**src/rtl/macro_coll_pkg.sv**
```systemverilog
package macro_coll_pkg;

  typedef enum logic [1:0] {
    ST_IDLE    = 2'd0,
    ST_COLLECT = 2'd1,
    ST_BUSY    = 2'd2
  } coll_state_e;

  // Index lies in the reserved macro range.
  function automatic logic in_macro_range(input int unsigned idx, input int unsigned base);
    return idx >= base;
  endfunction

  // Entry number addressed by a macro method (two methods per entry).
  function automatic int unsigned entry_of(input int unsigned idx, input int unsigned base);
    return (idx - base) >> 1;
  endfunction

  // Method index is exactly the binding point of an existing entry.
  function automatic logic is_bound(input int unsigned idx, input int unsigned base,
                                    input int unsigned entries);
    int unsigned off;
    off = idx - base;
    return (idx >= base) && (off[0] == 1'b0) && ((off >> 1) < entries);
  endfunction

endpackage

```
**src/rtl/mc_code_table.sv**
```systemverilog
module mc_code_table #(
  parameter int ENTRIES = 8,
  parameter int ADDR_W  = 10,
  localparam int ENTRY_W = $clog2(ENTRIES)
) (
  input  logic               clk,
  input  logic               rst_n,
  input  logic               wr_en,
  input  logic [ENTRY_W-1:0] wr_entry,
  input  logic [ADDR_W-1:0]  wr_base,
  input  logic [ADDR_W-1:0]  wr_len,
  input  logic [ENTRY_W-1:0] rd_entry,
  output logic               rd_valid,
  output logic [ADDR_W-1:0]  rd_base,
  output logic [ADDR_W-1:0]  rd_len
);

  logic [ENTRIES-1:0] ent_valid;
  logic [ADDR_W-1:0]  ent_base [ENTRIES];
  logic [ADDR_W-1:0]  ent_len  [ENTRIES];

  for (genvar e = 0; e < ENTRIES; e++) begin : g_entry
    always_ff @(posedge clk) begin
      if (!rst_n) begin
        ent_valid[e] <= 1'b0;
        ent_base[e]  <= '0;
        ent_len[e]   <= '0;
      end else if (wr_en && (wr_entry == ENTRY_W'(e))) begin
        ent_valid[e] <= 1'b1;
        ent_base[e]  <= wr_base;
        ent_len[e]   <= wr_len;
      end
    end
  end

  assign rd_valid = ent_valid[rd_entry];
  assign rd_base  = ent_base[rd_entry];
  assign rd_len   = ent_len[rd_entry];

endmodule

```
**src/rtl/mc_param_buf.sv**
```systemverilog
module mc_param_buf #(
  parameter int DEPTH  = 16,
  parameter int DATA_W = 32,
  localparam int IDX_W = $clog2(DEPTH),
  localparam int CNT_W = $clog2(DEPTH + 1)
) (
  input  logic              clk,
  input  logic              rst_n,
  input  logic              clear_push,
  input  logic              push,
  input  logic [DATA_W-1:0] push_data,
  input  logic              pop,
  output logic [CNT_W-1:0]  count,
  output logic [DATA_W-1:0] first_word,
  output logic [DATA_W-1:0] head_word,
  output logic              empty,
  output logic              ovf_evt,
  output logic              ovf_flag
);

  logic [DATA_W-1:0] mem [DEPTH];
  logic [CNT_W-1:0]  rd_ptr;
  logic              full;

  assign full    = count == CNT_W'(DEPTH);
  assign empty   = rd_ptr >= count;
  assign ovf_evt = push && full;

  always_ff @(posedge clk) begin
    if (!rst_n) begin
      count    <= '0;
      rd_ptr   <= '0;
      ovf_flag <= 1'b0;
    end else begin
      if (clear_push) begin
        count  <= CNT_W'(1);
        rd_ptr <= CNT_W'(1);
      end else begin
        if (push && !full) count <= count + CNT_W'(1);
        if (pop && !empty) rd_ptr <= rd_ptr + CNT_W'(1);
      end
      if (ovf_evt) ovf_flag <= 1'b1;
    end
  end

  always_ff @(posedge clk) begin
    if (clear_push) mem[0] <= push_data;
    else if (push && !full) mem[count[IDX_W-1:0]] <= push_data;
  end

  assign first_word = mem[0];
  assign head_word  = (rd_ptr < CNT_W'(DEPTH)) ? mem[rd_ptr[IDX_W-1:0]] : '0;

endmodule

```
**src/rtl/mc_call_ctrl.sv**
```systemverilog
module mc_call_ctrl
  import macro_coll_pkg::*;
#(
  parameter int ENTRIES = 8,
  parameter int ADDR_W  = 10,
  localparam int ENTRY_W = $clog2(ENTRIES)
) (
  input  logic               clk,
  input  logic               rst_n,
  input  logic               wr_valid,
  input  logic               wr_last,
  input  logic               wr_bound,
  input  logic [ENTRY_W-1:0] wr_entry,
  input  logic               exec_done,
  input  logic               tbl_valid,
  input  logic [ADDR_W-1:0]  tbl_base,
  input  logic [ADDR_W-1:0]  tbl_len,
  output logic [ENTRY_W-1:0] tbl_rd_entry,
  output logic               buf_clear_push,
  output logic               buf_push,
  output logic               start,
  output logic               busy,
  output logic [ADDR_W-1:0]  start_base,
  output logic [ADDR_W-1:0]  start_len,
  output logic               err_missing,
  output logic               fire_evt,
  output logic               miss_evt
);

  coll_state_e        state;
  logic               held_bound;
  logic [ENTRY_W-1:0] held_entry;
  logic               accept, first, sel_bound, fire_ok;

  assign accept         = wr_valid && (state != ST_BUSY);
  assign first          = accept && (state == ST_IDLE);
  assign buf_clear_push = first;
  assign buf_push       = accept && (state == ST_COLLECT);
  assign sel_bound      = first ? wr_bound : held_bound;
  assign tbl_rd_entry   = first ? wr_entry : held_entry;
  assign fire_evt       = accept && wr_last;
  assign fire_ok        = fire_evt && sel_bound && tbl_valid;
  assign miss_evt       = fire_evt && !fire_ok;
  assign busy           = state == ST_BUSY;

  always_ff @(posedge clk) begin
    if (!rst_n) begin
      state       <= ST_IDLE;
      held_bound  <= 1'b0;
      held_entry  <= '0;
      start       <= 1'b0;
      start_base  <= '0;
      start_len   <= '0;
      err_missing <= 1'b0;
    end else begin
      start <= fire_ok;
      if (first) begin
        held_bound <= wr_bound;
        held_entry <= wr_entry;
      end
      if (fire_ok) begin
        start_base <= tbl_base;
        start_len  <= tbl_len;
      end
      if (miss_evt) err_missing <= 1'b1;
      unique case (state)
        ST_IDLE, ST_COLLECT: begin
          if (fire_ok)       state <= ST_BUSY;
          else if (fire_evt) state <= ST_IDLE;
          else if (accept)   state <= ST_COLLECT;
        end
        ST_BUSY: if (exec_done) state <= ST_IDLE;
        default: state <= ST_IDLE;
      endcase
    end
  end

endmodule

```
**src/rtl/macro_collector.sv**
```systemverilog
module macro_collector
  import macro_coll_pkg::*;
#(
  parameter int METHOD_W = 12,
  parameter int DATA_W   = 32,
  parameter int REM_W    = 8,
  parameter int ENTRIES  = 8,
  parameter int ADDR_W   = 10,
  parameter int DEPTH    = 16,
  parameter logic [METHOD_W-1:0] MACRO_BASE = 12'hE00,
  localparam int ENTRY_W = $clog2(ENTRIES),
  localparam int CNT_W   = $clog2(DEPTH + 1)
) (
  input  logic                clk,
  input  logic                rst_n,
  input  logic                mth_valid,
  input  logic [METHOD_W-1:0] mth_index,
  input  logic [DATA_W-1:0]   mth_data,
  input  logic [REM_W-1:0]    mth_remaining,
  input  logic                upl_valid,
  input  logic [ENTRY_W-1:0]  upl_entry,
  input  logic [ADDR_W-1:0]   upl_base,
  input  logic [ADDR_W-1:0]   upl_len,
  input  logic                fetch_pop,
  input  logic                exec_done,
  output logic                start,
  output logic                busy,
  output logic [ADDR_W-1:0]   start_base,
  output logic [ADDR_W-1:0]   start_len,
  output logic [DATA_W-1:0]   first_param,
  output logic [CNT_W-1:0]    param_count,
  output logic [DATA_W-1:0]   fetch_data,
  output logic                fetch_empty,
  output logic                err_missing,
  output logic                err_overflow
);

  logic               macro_wr, wr_last, wr_bound;
  logic [ENTRY_W-1:0] wr_entry, tbl_rd_entry;
  logic               tbl_valid;
  logic [ADDR_W-1:0]  tbl_base, tbl_len;
  logic               buf_clear_push, buf_push;
  logic               fire_evt, miss_evt, ovf_evt;

  assign macro_wr = mth_valid && in_macro_range(32'(mth_index), 32'(MACRO_BASE));
  assign wr_last  = mth_remaining == '0;
  assign wr_bound = is_bound(32'(mth_index), 32'(MACRO_BASE), ENTRIES);
  assign wr_entry = ENTRY_W'(entry_of(32'(mth_index), 32'(MACRO_BASE)));

  mc_code_table #(.ENTRIES(ENTRIES), .ADDR_W(ADDR_W)) u_table (
    .clk      (clk),
    .rst_n    (rst_n),
    .wr_en    (upl_valid),
    .wr_entry (upl_entry),
    .wr_base  (upl_base),
    .wr_len   (upl_len),
    .rd_entry (tbl_rd_entry),
    .rd_valid (tbl_valid),
    .rd_base  (tbl_base),
    .rd_len   (tbl_len)
  );

  mc_call_ctrl #(.ENTRIES(ENTRIES), .ADDR_W(ADDR_W)) u_ctrl (
    .clk            (clk),
    .rst_n          (rst_n),
    .wr_valid       (macro_wr),
    .wr_last        (wr_last),
    .wr_bound       (wr_bound),
    .wr_entry       (wr_entry),
    .exec_done      (exec_done),
    .tbl_valid      (tbl_valid),
    .tbl_base       (tbl_base),
    .tbl_len        (tbl_len),
    .tbl_rd_entry   (tbl_rd_entry),
    .buf_clear_push (buf_clear_push),
    .buf_push       (buf_push),
    .start          (start),
    .busy           (busy),
    .start_base     (start_base),
    .start_len      (start_len),
    .err_missing    (err_missing),
    .fire_evt       (fire_evt),
    .miss_evt       (miss_evt)
  );

  mc_param_buf #(.DEPTH(DEPTH), .DATA_W(DATA_W)) u_buf (
    .clk        (clk),
    .rst_n      (rst_n),
    .clear_push (buf_clear_push),
    .push       (buf_push),
    .push_data  (mth_data),
    .pop        (fetch_pop && busy),
    .count      (param_count),
    .first_word (first_param),
    .head_word  (fetch_data),
    .empty      (fetch_empty),
    .ovf_evt    (ovf_evt),
    .ovf_flag   (err_overflow)
  );

endmodule

```
**config.mk**
```make
export PLATFORM = sky130hd
export DESIGN_NAME = macro_collector
export DESIGN_NICKNAME = d
export VERILOG_FILES = /design/src/rtl/macro_coll_pkg.sv /design/src/rtl/mc_code_table.sv /design/src/rtl/mc_param_buf.sv /design/src/rtl/mc_call_ctrl.sv /design/src/rtl/macro_collector.sv
export SDC_FILE = /design/constraint.sdc
export NUM_CORES = 1
export LEC_CHECK = 0
export BUFFER_PORTS_ARGS = -buffer_cell sky130_fd_sc_hd__buf_2
export CORE_AREA = 5 5 361 363
export CTS_BUF_LIST = sky130_fd_sc_hd__clkbuf_4 sky130_fd_sc_hd__clkbuf_8
export DETAILED_ROUTE_END_ITERATION = 12
export DIE_AREA = 0 0 366 368
export GPL_TIMING_DRIVEN = 0
export PLACE_DENSITY = 0.35
export SLEW_MARGIN = 20
export SYNTH_ARGS = -nofsm -noshare
export SYNTH_HDL_FRONTEND = slang
export SYNTH_SLANG_ARGS = --single-unit
```
**constraint.sdc**
```tcl
create_clock -name clk -period 4.6 [get_ports clk]
set_input_delay 0.92 -clock clk [delete_from_list [all_inputs] [get_ports clk]]
set_output_delay 0.92 -clock clk [all_outputs]
set_load 0.01 [all_outputs]
```
# Yosys cells after proc, flatten, opt, wreduce, memory -nomap -nowiden
# Memory sizes are Yosys's and may differ from the RTL's. A register that Yosys moved wholly into a read port is not among the register bits.
# Index checks and enable logic that the tools add are counted.
dict set report totals {
  latch_bits 0
  romBits 0
  ram_bits 672
  regBits 27
  memories 3
}
dict set report op_classes {
  n_mul 0
  add_sub_neg 3
  shifts 0
  n_lt_le_gt_ge 5
  n_bitwise 18
  eq_ne 13
  div 0
  mux 63
  reduce_logical 36
}
# memory depth width rd rd_clocked_by_memory_dff wr line_no
set memory_table {}
lappend memory_table {u_buf.mem 16 32 2 0 1 mc_param_buf.sv:21} ;# logic [DATA_W-1:0] mem [DEPTH];
lappend memory_table {u_table.ent_base 8 10 1 1 8 mc_code_table.sv:19} ;# logic [ADDR_W-1:0] ent_base [ENTRIES];
lappend memory_table {u_table.ent_len 8 10 1 1 8 mc_code_table.sv:20} ;# logic [ADDR_W-1:0] ent_len [ENTRIES];
# operator count
set ops {}
lappend ops {{$mux 10} 16}
lappend ops {{$mux 32} 2}
lappend ops {{$mux 1} 37}
lappend ops {{$reduce_or 32->1} 1}
lappend ops {{$lt 31x4->1 const B} 1}
lappend ops {{$logic_and 1x1->1} 22}
lappend ops {{$or 1x1->1} 16}
lappend ops {{$sub 12x12->13 const B} 1}
lappend ops {{$eq 3x3->1 const B} 4}
lappend ops {{$ge 12x12->1 const B} 1}
lappend ops {{$add 5x1->5 const B} 2}
lappend ops {{$logic_not 8->1} 1}
lappend ops {{$mux 2} 4}
lappend ops {{$eq 3x2->1 const B} 2}
lappend ops {{$eq 5x5->1 const B} 1}
lappend ops {{$ge 5x5->1} 1}
lappend ops {{$logic_not 1->1} 5}
lappend ops {{$lt 5x5->1 const B} 1}
lappend ops {{$lt 3x4->1 const B} 1}
lappend ops {{$mux 4} 1}
lappend ops {{$ne 2x2->1 const B} 2}
lappend ops {{$ne 4x1->1 const B} 1}
lappend ops {{$pmux 2 s2} 1}
lappend ops {{$reduce_bool 2->1} 2}
lappend ops {{10 further kinds} 12}

# Depth between registers and ports, before layout
# Gate-level depths: netlist (run 1).
dict set report logic_depth {
  depth_word 10
  ltp_mapped 12
}

# By module
# A second synthesis (run 1) with hierarchy kept.
dict set report unflattened {
  hier_cells 1654
  area_unflattened_um2 29218.0
}
# module n_inst area_each_um2 seq_area_each_um2 cells_per_inst
set modules_own_cells {}
lappend modules_own_cells {mc_param_buf 1 20389.6 15595.0 1027}
lappend modules_own_cells {mc_code_table 1 7558.5 4964.8 494}
lappend modules_own_cells {mc_call_ctrl 1 1153.6 560.5 117}
lappend modules_own_cells {macro_collector 1 116.4 0.0 16}

# Least setup slack after synthesis (run 1)
# Ideal clock, no wire load.
dict set report synth_timing {
  path_kind {in2reg}
  start {input mth_index[1]}
  end {memory u_buf.mem[12][0], enable pin}
  cell_stages 5
  path_slack_ps -52
  n_path_buf 0
  arrival_ps 4191
  setup_time_ps 461
  t_required_ps 4139
  path_cell_list {nor4b_2 nand4_2 a21oi_1 nand4_1 nor3_1}
}
dict set report synth_between {
  elab_chain_cells 10
  elab_cells_between_ends 14
  classes_between {order compare: 1; mux: 7; reduce/logical: 6}
}
# element line_no
set synth_lines {}
lappend synth_lines {{start: declaration} macro_collector.sv:17} ;# input logic [METHOD_W-1:0] mth_index,
lappend synth_lines {{$ge 12x12->1 (*)} macro_coll_pkg.sv:11} ;# return idx >= base;
lappend synth_lines {{$logic_and 1x1->1 (*)} macro_collector.sv:45} ;# assign macro_wr = mth_valid && in_macro_range(32'(mth_index), 32'(MACRO_BASE));
lappend synth_lines {{$logic_and 1x1->1 (*)} mc_call_ctrl.sv:35} ;# assign accept = wr_valid && (state != ST_BUSY);
lappend synth_lines {{$logic_and 1x1->1} mc_call_ctrl.sv:38} ;# assign buf_push = accept && (state == ST_COLLECT);
lappend synth_lines {{$logic_and 1x1->1} mc_param_buf.sv:48} ;# else if (push && !full) mem[count[IDX_W-1:0]] <= push_data;
lappend synth_lines {{$mux 1} mc_param_buf.sv:48}
lappend synth_lines {{$mux 1} mc_param_buf.sv:47} ;# if (clear_push) mem[0] <= push_data;
lappend synth_lines {{$mux 1 (implied by the code)} mc_param_buf.sv:48}
lappend synth_lines {{$reduce_or 32->1 (no source line)} -}
lappend synth_lines {{$mux 4 (no source line) / $mux 1 (equally long branches)} -}
lappend synth_lines {{end: declaration} mc_param_buf.sv:21}
# Mark *: on every way between the ends. The rest lies on a longest branch, timed or not.

# Worst setup path after layout (run 1)
dict set report layout_timing {
  start {register u_buf.rd_ptr[0]}
  end {output fetch_data[19]}
}
dict set report layout_between {
  elab_chain_cells 2
  elab_cells_between_ends 3
  classes_between {order compare: 1; mux: 1; memory: 1}
}
# element line_no
set layout_lines {}
lappend layout_lines {{start: declaration} mc_param_buf.sv:22} ;# logic [CNT_W-1:0] rd_ptr;
lappend layout_lines {{start signal: assignment} mc_param_buf.sv:40} ;# if (pop && !empty) rd_ptr <= rd_ptr + CNT_W'(1);
lappend layout_lines {{$mem_v2 16x32 / $lt 5x5->1 (equally long branches)} -}
lappend layout_lines {{$mux 32 (*)} mc_param_buf.sv:52} ;# assign head_word = (rd_ptr < CNT_W'(DEPTH)) ? mem[rd_ptr[IDX_W-1:0]] : '0;
lappend layout_lines {{end: declaration} macro_collector.sv:32} ;# output logic [DATA_W-1:0] fetch_data,
# Marked as above.

==> results of run 1 <==
[power breakdown]
| part | internal (mW) | switching [mW] | total [mW] |
|---|---|---|---|
| combinational | 0.191 | 0.341 | 0.531 |
| sequential | 7.26 | 0.0300 | 7.29 |
| clock | 3.43 | 2.83 | 6.25 |
[flip-flops by register name, indices dropped and copies added, names as in the netlist, 2 cells and up]
register	flops
u_buf.mem	512
u_ctrl.state	2
u_table.ent_base	80
u_table.ent_len	80
u_ctrl.start_base	10
u_table.ent_valid	8
u_ctrl.start_len	10
u_ctrl.held_entry	3
u_buf.rd_ptr	5
u_buf.count	5
[what timing repair did]
item,CTS,global route
gates cloned,0,0
buffers inserted,0,0
gates resized for setup,40,7
endpoints found under the setup margin,33,15
[per-layer routing]
layer	vias to the layer above	global-route usage (%)	wire [um]
li1	6947	-	-
met1	8155	16.2	37700
met2	429	22.9	44900
met3	139	4.13	5690
met4	14	3.55	1660
met5	-	0	100
[final timing paths]
kind                                startpoint                                end
max               u_buf.rd_ptr[0]$_SDFFE_PN0P_                     fetch_data[19]
min          u_table.ent_valid[5]$_SDFFE_PN0P_  u_table.ent_valid[5]$_SDFFE_PN0P_
max reg2reg        u_buf.count[0]$_SDFFE_PN0P_         u_buf.mem[3][11]$_DFFE_PP_
min reg2reg  u_table.ent_valid[5]$_SDFFE_PN0P_  u_table.ent_valid[5]$_SDFFE_PN0P_
[cell usage in the layout, fill, tap and decap left out, types with 3 or more instances in the layout]
cell type / count
edfxtp_1: 672
and2_1: 195
buf_2: 184
mux4_2: 160
clkbuf_8: 147
nand2_1: 114
mux2i_1: 91
clkbuf_4: 58
clkbuf_1: 47
dfxtp_1: 47
nand3_1: 43
buf_16: 26
clkinv_1: 24
nor2_1: 22
o2111ai_1: 20
a21o_1: 12
nor2_4: 11
clkbuf_2: 10
buf_6: 10
ha_1: 10
inv_1: 8
a21oi_1: 7
nand2b_1: 7
buf_12: 7
diode_2: 6
buf_4: 6
nand4_1: 6
o21ai_4: 6
buf_8: 6
xnor2_1: 5
inv_6: 5
clkinv_2: 5
nor3_1: 4
clkinv_8: 4
nor3b_1: 3
nor3_4: 3
and3_1: 3
o21ai_0: 3
[cells by family after synthesis]
group	synth area share, %
adders and majority gates	0.432
AOI/OAI and AO/OA	1.78
DFF	72.9
and+or+nand+nor	7.73
xor gates and xnor gates	0.151
buffers and inverters	1.41
muxes	15.6
[per-stage QoR]
step	power (mW)	setup WS (ns)
final	14.1	0.234
after global routing	14.7	0.0398
after CTS	14.4	-0.0122
after detailed placement	7.96	-0.00990
after global placement	7.92	-2.60
after floorplan	7.66	0.610
[cell type report]
class                      instances  area (sq um)  share of cell area (%)
timing repair buffer             216          1860                    5.17
sequential                       719         21100                    58.8
buffer                            90           462                    1.28
tap                             1662          2080                    5.79
inverter                          10          40.0                   0.111
antenna                            6          15.0                  0.0418
clock buffer                     197          2400                    6.68
multi-input combinational        756          7660                    21.3
clock inverter                    42           302                   0.839
==> run summary, run 1 <==
The maximum operating frequency came out at around 0.23 GHz. The total detailed-routing wirelength came out at around 90 mm. The logic depth of the worst path, buffers included came out at 7. The post-layout instance area came out at ~0.036 sq mm.

The depth of the worst register-to-register path came out at 10. The routed layout has roughly 16,000 vias. IR analysis of the VDD net gives a maximum drop of approximately 0.00026 V. The CTS H-tree depth is 4. The starting utilization of the core area came out at between 20% and 30%. The final estimated routing congestion in global placement came out at 0.750. The number of stages on the worst hold path came out at 1. The instance area at placement is 0.0331 sq mm. The die boundary width came out at 366 um. The transition time of the tightest slew-check pin is around 1.0 ns. The area share of the largest cell type after synthesis came out at a little over two thirds.

The worst setup path is captured at an output port. The average routed wire per standard cell came out at about 24 um. The signal on the critical path passes through clkbuf_2 > clkbuf_4 > buf_4 > mux4_2 > mux4_2 > and2_1 > buf_2. The largest fanout of any net on the critical path came out at 10. Among all flip-flop cells after synthesis, the most frequent one is edfxtp_1. STA puts the critical path data arrival time at 3.45 ns. The post-placement cell count came out at ~3,500. The clock-pin slew of the registers on the worst-case setup and hold paths came out at around 0.06 ns.

The number of DRC violations after detailed routing is 0. The total routing usage reported by global routing came out at a little over an eighth. The number of top-level pins came out at 175. The via count of the first global-routing pass came to between 15,000 and 20,000. In this run, the number of DRC markers left after iteration 0 of detailed routing was 1,008. The clock sink count came out at 719. TritonCTS built the clock tree. STA classifies the critical path startpoint as a register.

The count of cell types in the netlist is 48. The initial antenna violation count came to 17. The HPWL after detailed placement came out at about 63 mm. The cell area after synthesis came out at 0.0290 sq mm. The register bit total from synthesis is slightly above 700. The number of nets in the finished design came out at roughly 2,000.

The number of fill cells is about 13,000. The required time of the worst setup path is about 3.7 ns. The delay contributed by the slowest stage of the critical path is roughly 0.57 ns. The post-layout minimum cycle time came out at between 4 and 5 ns. The final critical path takes up roughly 95% of the cycle. The hold violation total from the final report came out at 0. Across the routed clock network, the largest skew measured is a little over 0.03 ns. The total setup violations reported at the end of the flow is 0. The number of buffers added by the clock tree synthesis step came out at between 100 and 150.

The number of nets handed over by synthesis was between 1,500 and 2,000. The count of nets left with antenna violations once routing finished came out at 0. The post-synthesis cell count is between 1,500 and 2,000. The flow ran to the end, and the final reports show no timing, DRC or antenna violations. The final max-slew violation count is 0. Counting flops with a built-in enable in the synthesized netlist gives between 600 and 700. The Yosys step of the flow raised 0 warnings.

The final-layout setup total negative slack came out at 0 ns. The cell family contributing the most delay on the critical path is multiplexers. The minimum hold slack came out at 0.450 ns. The site row count is ~130. The cell seen most often among critical-path stages is mux4_2. For this run, the detailed router's first-pass iteration total came to 5. The power density normalized to cell area came out at about 390 mW/mm^2.

The clock network latency to the later pin of the worst-skew pair is between 0.8 and 0.9 ns. Setup repair after global routing left no endpoint under its margin. The share of the Yosys chip area taken by registers is roughly 73%.

The final core utilization is between 20% and 30%. The die covers ~0.13 sq mm. Among all cell types in the netlist, the one instantiated most often is edfxtp_1. The commonest cells after synthesis are edfxtp_1, and2_1, mux4_2.

edfxtp_1 takes more of the synthesized area than any other cell. In the post-synthesis netlist, the biggest area contributors are edfxtp_1, mux4_2, and2_1. The internal reg-to-reg setup slack came out at between 1 and 1.5 ns. The non-filler instance count after layout is about 3,700. The tightest min-delay check is of the register to register type. The layout-stage area growth over the synthesis result is 24.1%. Across the run, the number of max-cap violations was 0. By startpoint and endpoint, the worst setup path is classified as register to output port. Together, buffers and inverters on the worst path number 4.

Averaged over all synthesized cells, the footprint is ~18 sq um. Using the TritonRoute via totals, the vias-per-cell ratio works out to between 4 and 5. The maximum count of clock buffers along a single path is 3. Clock tree synthesis selected as its root buffer the cell clkbuf_8. The count of port buffers added during placement came out at about 170. The share of cells above drive strength 1 is 32.9%. The wire length of the first global-routing pass is approximately 130 mm. The largest net degree at the start of global routing is 25. The fraction of synthesis flops using an asynchronous set or reset pin came out at 0%.

The die extent in y came out at 368 um. Global routing finished with a remaining overflow of 0. The slowest stage of the critical path is the mux4_2 cell. Measured against its own limit, the worst slew margin works out to between 30% and 40%. The total leakage power came out at between 10 and 15 nW. The area of the core region is around 0.13 sq mm. Hold repair after CTS inserted 0 buffers.
Power figures use the tool's default switching activity.
==> run 2: changes to the inputs <==
Settings changed: CORE_AREA 5 5 361 363 to 5 5 363 365, DIE_AREA 0 0 366 368 to 0 0 368 370, SYNTH_HIERARCHICAL set to 1.
==> run summary, run 2 <==
Outcome: finished, final reports clean (unchanged). The final estimated routing congestion in global placement came out at 0.735 (was 0.750). The cell area after synthesis is 0.0292 sq mm (was 0.0290 sq mm). The total setup violations reported at the end of the flow was 0 (unchanged).

The minimum hold slack is 0.402 ns (was 0.450 ns). The required time of the worst setup path came to 3.68 ns (about the same). The leading register cell type out of synthesis is edfxtp_1 (unchanged). The starting utilization of the core area is 22.7% (was 22.9%).

The setup slack after layout was 0.250 ns (was 0.234 ns). The final core utilization came out at 28.0% (was 28.4%). The cell with the most instances after synthesis is edfxtp_1 (unchanged). The average routed wire per standard cell came out at 24.3 um (about the same). The count of TritonRoute iterations in the first routing pass is 6 (was 5). The power density normalized to cell area came out at 386 mW/mm^2 (was 392 mW/mm^2).

The maximum operating frequency is 0.230 GHz (was 0.229 GHz). The fraction of synthesis flops using an asynchronous set or reset pin came out at 0% (unchanged). The CTS H-tree depth came out at 4 (unchanged). The adder-cell share of the synthesized area was 0.428% (was 0.432%). The root cell of the clock tree is clkbuf_8 (unchanged). The portion of netlist area occupied by mux cells is 15.9% (was 15.6%). The total via count in the routed design came to 16,523 (was 15,684). Top cells by area, synth: edfxtp_1, mux2i_1, mux4_2 (was edfxtp_1, mux4_2, and2_1). The number of top-level pins came out at 175 (unchanged). The total congestion overflow is 0 (unchanged). The number of buffers added by the clock tree synthesis step was 136 (was 139). The delay contributed by the slowest stage of the critical path was 0.60 ns (was 0.57 ns). The site row count came out at 132 (was 131).

The number of DRC violations after detailed routing came out at 0 (unchanged). The area share of the largest cell type after synthesis was 69.1% (was 69.7%). The layout-stage area growth over the synthesis result was 23.3% (was 24.1%). The transition time of the tightest slew-check pin came out at 1.09 ns (was 1.04 ns). The wire length of the first global-routing pass is 130 mm (was 127 mm). The average cell area after synthesis came out at 17.7 sq um (was 18.4 sq um).

The max-cap check violation count came out at 0 (unchanged). The xor/xnor cell area share of the yosys netlist is 0.210% (was 0.151%). The clock sink count is 719 (unchanged). The commonest non-fill, non-tap cell in the layout is edfxtp_1 (unchanged).

The worst supply voltage drop on vdd came to 0.000280 V (was 0.000260 V). The cell seen most often among critical-path stages was buf_2 (was mux4_2). The count of cell types in the netlist is 54 (was 48). The total detailed-routing wirelength was 92.1 mm (was 90.0 mm). The share of cells above drive strength 1 came out at 28.2% (was 32.9%).

The die boundary width was 368 um (was 366 um). Commonest cells after routing, fill and taps aside: edfxtp_1, buf_2, mux2i_1 (was edfxtp_1, and2_1, buf_2). The number of warnings issued by yosys was 6 (was 0). The flip-flop count of the largest register, all copies and words added is 512 (unchanged).

The worst setup path category is register to output port (unchanged). The largest fanout of any net on the critical path came out at 10 (unchanged). The compound-cell area share of the yosys netlist came out at 3.14% (was 1.78%).

The area of the core region was 0.128 sq mm (was 0.127 sq mm). The simple-gate share of the synthesized area was 5.33% (was 7.73%). Critical-path cell list: buf_2 > buf_2 > mux4_2 > mux2i_1 > o22ai_1 > buf_2 (was clkbuf_2 > clkbuf_4 > buf_4 > mux4_2 > mux4_2 > and2_1 > buf_2).

The HPWL after detailed placement came out at 62.8 mm (was 62.7 mm). The largest net degree at the start of global routing came out at 21 (was 25). The slowest stage cell on the critical path is dfxtp_1 (was mux4_2). The tightest slew margin relative to the limit came out at 27.3% (was 30.6%). The number of synthesized flops with an enable pin is 672 (unchanged). The post-synthesis cell count is 1,654 (was 1,575). The via count of the first global-routing pass came out at 17,997 (was 17,066). The maximum count of clock buffers along a single path came out at 3 (unchanged).

Setup repair after global routing missed its margin: false (unchanged). The register bit total from synthesis is 719 (unchanged). The element type at the critical path start is a register (unchanged). The initial antenna violation count came to 4 (was 17). The hold violation total from the final report is 0 (unchanged). The post-layout minimum cycle time came to 4.35 ns (was 4.37 ns). The count of port buffers added during placement is 174 (was 173).

The total nets after synthesis was 1,745 (was 1,666). The total routing usage reported by global routing came out at 13.5% (was 13.3%). The worst slack after detailed placement came to -0.638 ns (was -0.00990 ns).

The die extent in y came out at 370 um (was 368 um). The number of nets in the finished design is 2,099 (was 2,023). The sequential-to-total area share from yosys stat came out at 72.3% (was 72.9%).

The share of the clock period used by the worst path is 94.6% (was 94.9%). The clock network latency to the later pin of the worst-skew pair came out at 0.82 ns (about the same). Registers with the most flip-flops: u_buf/mem (512), u_table/ent_base (80), u_table/ent_len (80) (was u_buf.mem (512), u_table.ent_base (80), u_table.ent_len (80)). The area of the die came to 0.136 sq mm (was 0.135 sq mm). The cell taking the most area after synthesis was edfxtp_1 (unchanged). The number of buffers inserted by hold repair at cts came to 0 (unchanged). The clock-pin slew of the registers on the worst-case setup and hold paths came out at 0.06 ns (about the same). Leading post-synthesis cells by instance count: edfxtp_1, mux2i_1, nor3_1 (was edfxtp_1, and2_1, mux4_2). The combinational family with the most area after synthesis is multiplexers (unchanged). The type of element capturing the critical path is an output port (unchanged). The largest register by flop count is u_buf/mem (was u_buf.mem).

The ratio of routed vias to standard cells came out at 4.37 (was 4.24). The data arrival time at the worst-slack endpoint is 3.43 ns (was 3.45 ns). The number of nets with antenna violations after detailed routing is 0 (unchanged). The class of the tightest hold or removal check is input port to register (was register to register). The initial detailed-routing violation count is 882 (was 1,008).

The setup skew after layout is 0.0384 ns (was 0.0305 ns). The TritonCTS clock tree is done (unchanged). The final max-slew violation count is 0 (unchanged). The total leakage power is 11.7 nW (was 11.9 nW).
==> run 2: changes by cell type after synthesis, moves of 19 or more <==
| cell | previous run | this run |
|---|---|---|
| mux4_2 | 160 | 60 |
| o22ai_1 | 0 | 32 |
| mux4_1 | 0 | 46 |
| mux2i_1 | 91 | 180 |
| o2111ai_1 | 20 | 1 |
| and2_1 | 195 | 8 |
| mux2_2 | 0 | 24 |
| a22oi_1 | 1 | 64 |
| nand3_1 | 43 | 7 |
| clkinv_1 | 1 | 20 |
| nand2_1 | 114 | 93 |
| nor3_1 | 7 | 165 |
==> run 2: cell type report <==
cell class | instances | area, sq um
clock inverters | 42 | 239
multi-input cells | 789 | 7550
flip-flops and latches | 719 | 21100
clock buffers | 193 | 2360
repair buffers | 216 | 1870
fillers | 13015 | 92500
diodes | 2 | 5.00
inverters | 29 | 109
well taps | 1675 | 2100
plain buffers | 117 | 676
==> run 2: per-stage QoR <==
stage | instances | instance area, sq um | total power [mW] | TNS (ns)
floorplan | 1654 | 29200 | 7.69 | 0
global placement | 3503 | 32200 | 7.98 | -1147.65
detailed placement | 3545 | 33400 | 8.03 | -13.69
CTS | 3780 | 36000 | 14.2 | 0
global route | 3781 | 36000 | 14.5 | 0
finish | 3782 | 36000 | 13.9 | 0
==> run 2: worst max-delay path: cells and delay by family, from the launching register on <==
kind                   cells  cell delay (ns)
AOI/OAI and AO/OA          1             0.27
buffers and inverters      3             1.08
DFF                        1             0.60
muxes                      2             0.63
==> run 2: logic make-up (layout without fill, tap and decap cells) <==
| family | after synthesis | in the layout |
|---|---|---|
| buffers and inverters | 146 | 597 |
| AND/OR/NAND/NOR | 327 | 327 |
| other | 0 | 2 |
| multiplexers | 312 | 312 |
| XOR/XNOR | 7 | 7 |
| flip-flops | 719 | 719 |
| AO/OA/AOI/OAI | 133 | 133 |
| adder cells (fa/ha/maj) | 10 | 10 |
==> run 2: routing by layer <==
metal	share of wire (%)	wire [um]	vias up	global-route usage, %
met5	0.014	13	-	0
met4	2.6	2360	2	4.33
met3	4.8	4410	161	3.29
met2	51	47200	414	23.8
met1	41	38000	8578	16.1
li1	-	-	7368	-
==> run 2: path summary, 6_finish.rpt <==
| path | from | to | slack, ns | cells past startpoint |
|---|---|---|---|---|
| max | u_buf/rd_ptr[2]$_SDFFE_PP0P_ | fetch_data[31] | 0.25 | 6 |
| min | exec_done | u_ctrl/state[1]$_SDFFE_PN0P_ | 0.40 | 3 |
| max reg2reg | u_ctrl/state[0]$_SDFFE_PN0P_ | u_ctrl/start_len[3]$_SDFFE_PN0P_ | 0.92 | 10 |
| min reg2reg | u_table/ent_valid[1]$_SDFFE_PN0P_ | u_table/ent_valid[1]$_SDFFE_PN0P_ | 0.45 | 2 |
==> run 2: power breakdown <==
part	internal (mW)	switching (mW)
combinational	0.201	0.392
sequential	7.26	0.0265
clock	3.34	2.67
total	10.8	3.09
==> run 2: what timing repair did <==
action / 4_1_cts / 5_1_grt
buffers inserted: 0 / 0
pin swaps: 0 / 0
gates resized for setup: 2 / 1
setup endpoints to repair: 1 / 1
gates cloned: 0 / 0
==> run 3: changes to the inputs <==
Settings changed: RECOVER_POWER set to 25, SETUP_SLACK_MARGIN set to 0.5.
==> run summary, run 3 (synthesis gave the netlist of run 2 again) <==
The area of the core region is 0.128 sq mm (unchanged). The total setup violations reported at the end of the flow came out at 0 (unchanged). The wire length of the first global-routing pass is 129 mm (was 130 mm). The maximum operating frequency came out at 0.252 GHz (was 0.230 GHz).

The clock-pin slew of the registers on the worst-case setup and hold paths came to 0.06 ns (about the same). The power density normalized to cell area is 387 mW/mm^2 (was 386 mW/mm^2). The data arrival time at the worst-slack endpoint came to 3.05 ns (was 3.43 ns).

The delay contributed by the slowest stage of the critical path is 0.32 ns (was 0.60 ns). The flip-flop count of the largest register, all copies and words added came out at 512 (unchanged). The site row count came out at 132 (unchanged).

The cell family contributing the most delay on the critical path is buffers and inverters (unchanged). Outcome: finished, final reports clean (unchanged). The worst supply voltage drop on vdd came out at 0.000264 V (was 0.000280 V).

The CTS H-tree depth came out at 4 (unchanged). The count of port buffers added during placement is 174 (unchanged). The initial antenna violation count came out at 7 (was 4).

The TritonCTS clock tree was done (unchanged). The layout-stage area growth over the synthesis result came out at 23.4% (was 23.3%). Critical-path cell list: buf_4 > buf_12 > inv_2 > buf_12 > ha_1 > nor2b_1 > o21ai_0 > a21o_1 > a21o_1 > buf_2 (was buf_2 > buf_2 > mux4_2 > mux2i_1 > o22ai_1 > buf_2). The ratio of routed vias to standard cells came to 4.35 (was 4.37). The type of element capturing the critical path is an output port (unchanged). The HPWL after detailed placement was 63.1 mm (was 62.8 mm). The slowest stage cell on the critical path was dfxtp_1 (unchanged). The post-placement cell count came out at 3,545 (unchanged).

The number of top-level pins is 175 (unchanged). The number of DRC violations after detailed routing came out at 0 (unchanged). The largest net degree at the start of global routing came out at 21 (unchanged). The maximum count of clock buffers along a single path came out at 3 (unchanged). The total congestion overflow is 0 (unchanged). The global routing met3 resource utilization came to 3.07% (was 3.29%). The largest register by flop count is u_buf/mem (unchanged). The met1 usage in global routing is 15.5% (was 16.1%). The root cell of the clock tree is clkbuf_8 (unchanged).

The met2 layer usage reported by global route came out at 24.0% (was 23.8%). The final estimated routing congestion in global placement is 0.716 (was 0.735). The total leakage power is 11.6 nW (was 11.7 nW). The number of nets in the finished design is 2,101 (was 2,099). The starting utilization of the core area is 22.7% (unchanged). The area of the die is 0.136 sq mm (unchanged). The number of nets with antenna violations after detailed routing came out at 0 (unchanged). The via count of the first global-routing pass is 18,020 (was 17,997). The initial detailed-routing violation count came out at 917 (was 882).

The post-layout minimum cycle time came out at 3.97 ns (was 4.35 ns). Registers with the most flip-flops: u_buf/mem (512), u_table/ent_base (80), u_table/ent_len (80) (unchanged). The transition time of the tightest slew-check pin is 1.04 ns (was 1.09 ns). The final max-slew violation count is 0 (unchanged).

The total routing usage reported by global routing is 13.3% (was 13.5%). The max-cap check violation count was 0 (unchanged). The die extent in y is 370 um (unchanged). The number of buffers added by the clock tree synthesis step came to 136 (unchanged).

The setup skew after layout came to 0.0494 ns (was 0.0384 ns). The hold violation total from the final report is 0 (unchanged). The class of the tightest hold or removal check is input port to register (unchanged). The largest fanout of any net on the critical path came to 10 (unchanged).

The number of buffers and inverters on the critical path was 5 (was 3). The total detailed-routing wirelength is 91.2 mm (was 92.1 mm). The worst setup path category was register to output port (unchanged). The required time of the worst setup path came out at 3.68 ns (about the same). The element type at the critical path start is a register (unchanged). The count of TritonRoute iterations in the first routing pass came out at 5 (was 6). The non-filler instance count after layout is 3,779 (was 3,782). Commonest cells after routing, fill and taps aside: edfxtp_1, mux2i_1, nor3_1 (was edfxtp_1, buf_2, mux2i_1).

The commonest non-fill, non-tap cell in the layout is edfxtp_1 (unchanged). The share of cells above drive strength 1 is 28.0% (was 28.2%). The total chip power came out at 14.0 mW (was 13.9 mW).

The die boundary width was 368 um (unchanged). The total via count in the routed design is 16,437 (was 16,523). The clock sink count came out at 719 (unchanged). The average routed wire per standard cell is 24.1 um (was 24.3 um).

The most utilized layer in the global route result was met2 (unchanged). The tightest slew margin relative to the limit is 30.4% (was 27.3%). The clock network latency to the later pin of the worst-skew pair was 0.83 ns (was 0.82 ns).

Setup repair after global routing missed its margin: true (was false). The share of the clock period used by the worst path came out at 86.3% (was 94.6%).
-- run 3: changes by cell type in the layout (fill, tap and decap cells not counted), sizes merged --
| cell | previous run | this run |
|---|---|---|
| clkbuf | 263 | 289 |
| inv | 13 | 17 |
| diode | 2 | 5 |
| clkinv | 52 | 41 |
| buf | 263 | 237 |
| clkdlybuf4s15 | 0 | 1 |
-- run 3: power breakdown --
part / internal [mW] / switching [mW]
registers: 7.26 / 0.0268
logic: 0.198 / 0.389
clock network: 3.32 / 2.77
-- run 3: per-layer routing --
metal / vias to the layer above / part of all wire (%)
li1: 7352 / -
met1: 8511 / 40
met2: 405 / 52
met3: 167 / 4.5
met4: 2 / 2.9
met5: - / 0.014
-- run 3: path summary, 6_finish.rpt --
path                                                        start                                 to  slack, ns  cells past startpoint
worst max-delay path                 u_buf/rd_ptr[0]$_SDFFE_PN0P_                        fetch_empty       0.63                     10
worst max register to register        u_buf/count[3]$_SDFFE_PP0P_         u_buf/mem[2][11]$_DFFE_PP_       1.35                      8
worst min register to register  u_table/ent_valid[5]$_SDFFE_PN0P_  u_table/ent_valid[5]$_SDFFE_PN0P_       0.46                      2
worst min-delay path                                    exec_done       u_ctrl/state[1]$_SDFFE_PN0P_       0.42                      3
-- run 3: per-stage QoR --
stage	setup WS [ns]	hold slack, ns	util [%]	cell area [sq um]	setup TNS, ns
finish	0.632	0.418	28.1	36100	0
global route	0.459	0.355	28.1	36100	0
CTS	0.396	0.291	28.1	36000	0
detailed placement	-0.762	0.446	26.0	33400	-16.33
global placement	-2.47	0.433	25.1	32200	-1054.54
floorplan	0.341	0.417	-	29200	0
-- run 3: layout make-up --
class / count / area (sq um)
buffer: 117 / 746
clock buffer: 192 / 2320
sequential: 719 / 21100
fill: 12987 / 92400
tap: 1675 / 2100
antenna: 5 / 12.5
clock inverter: 35 / 283
multi-input combinational: 789 / 7590
inverter: 29 / 109
timing repair buffer: 218 / 1800
-- run 3: what timing repair did --
action / CTS / global route
endpoints found under the setup margin: 55 / 4
gates resized for setup: 30 / 8
cloned: 0 / 0
buffers inserted: 2 / 0
hold buffers: 0 / 0
-- run 3: worst reg2reg max path, cell delays in order (launching register included) --
cell and delay (ns):
dfxtp_1 0.48, buf_2 0.33, nor2_1 0.14, a31oi_2 0.36, and2b_1 0.23, nand3_1 0.35
nor3_4 0.64, buf_8 0.24, buf_8 0.17
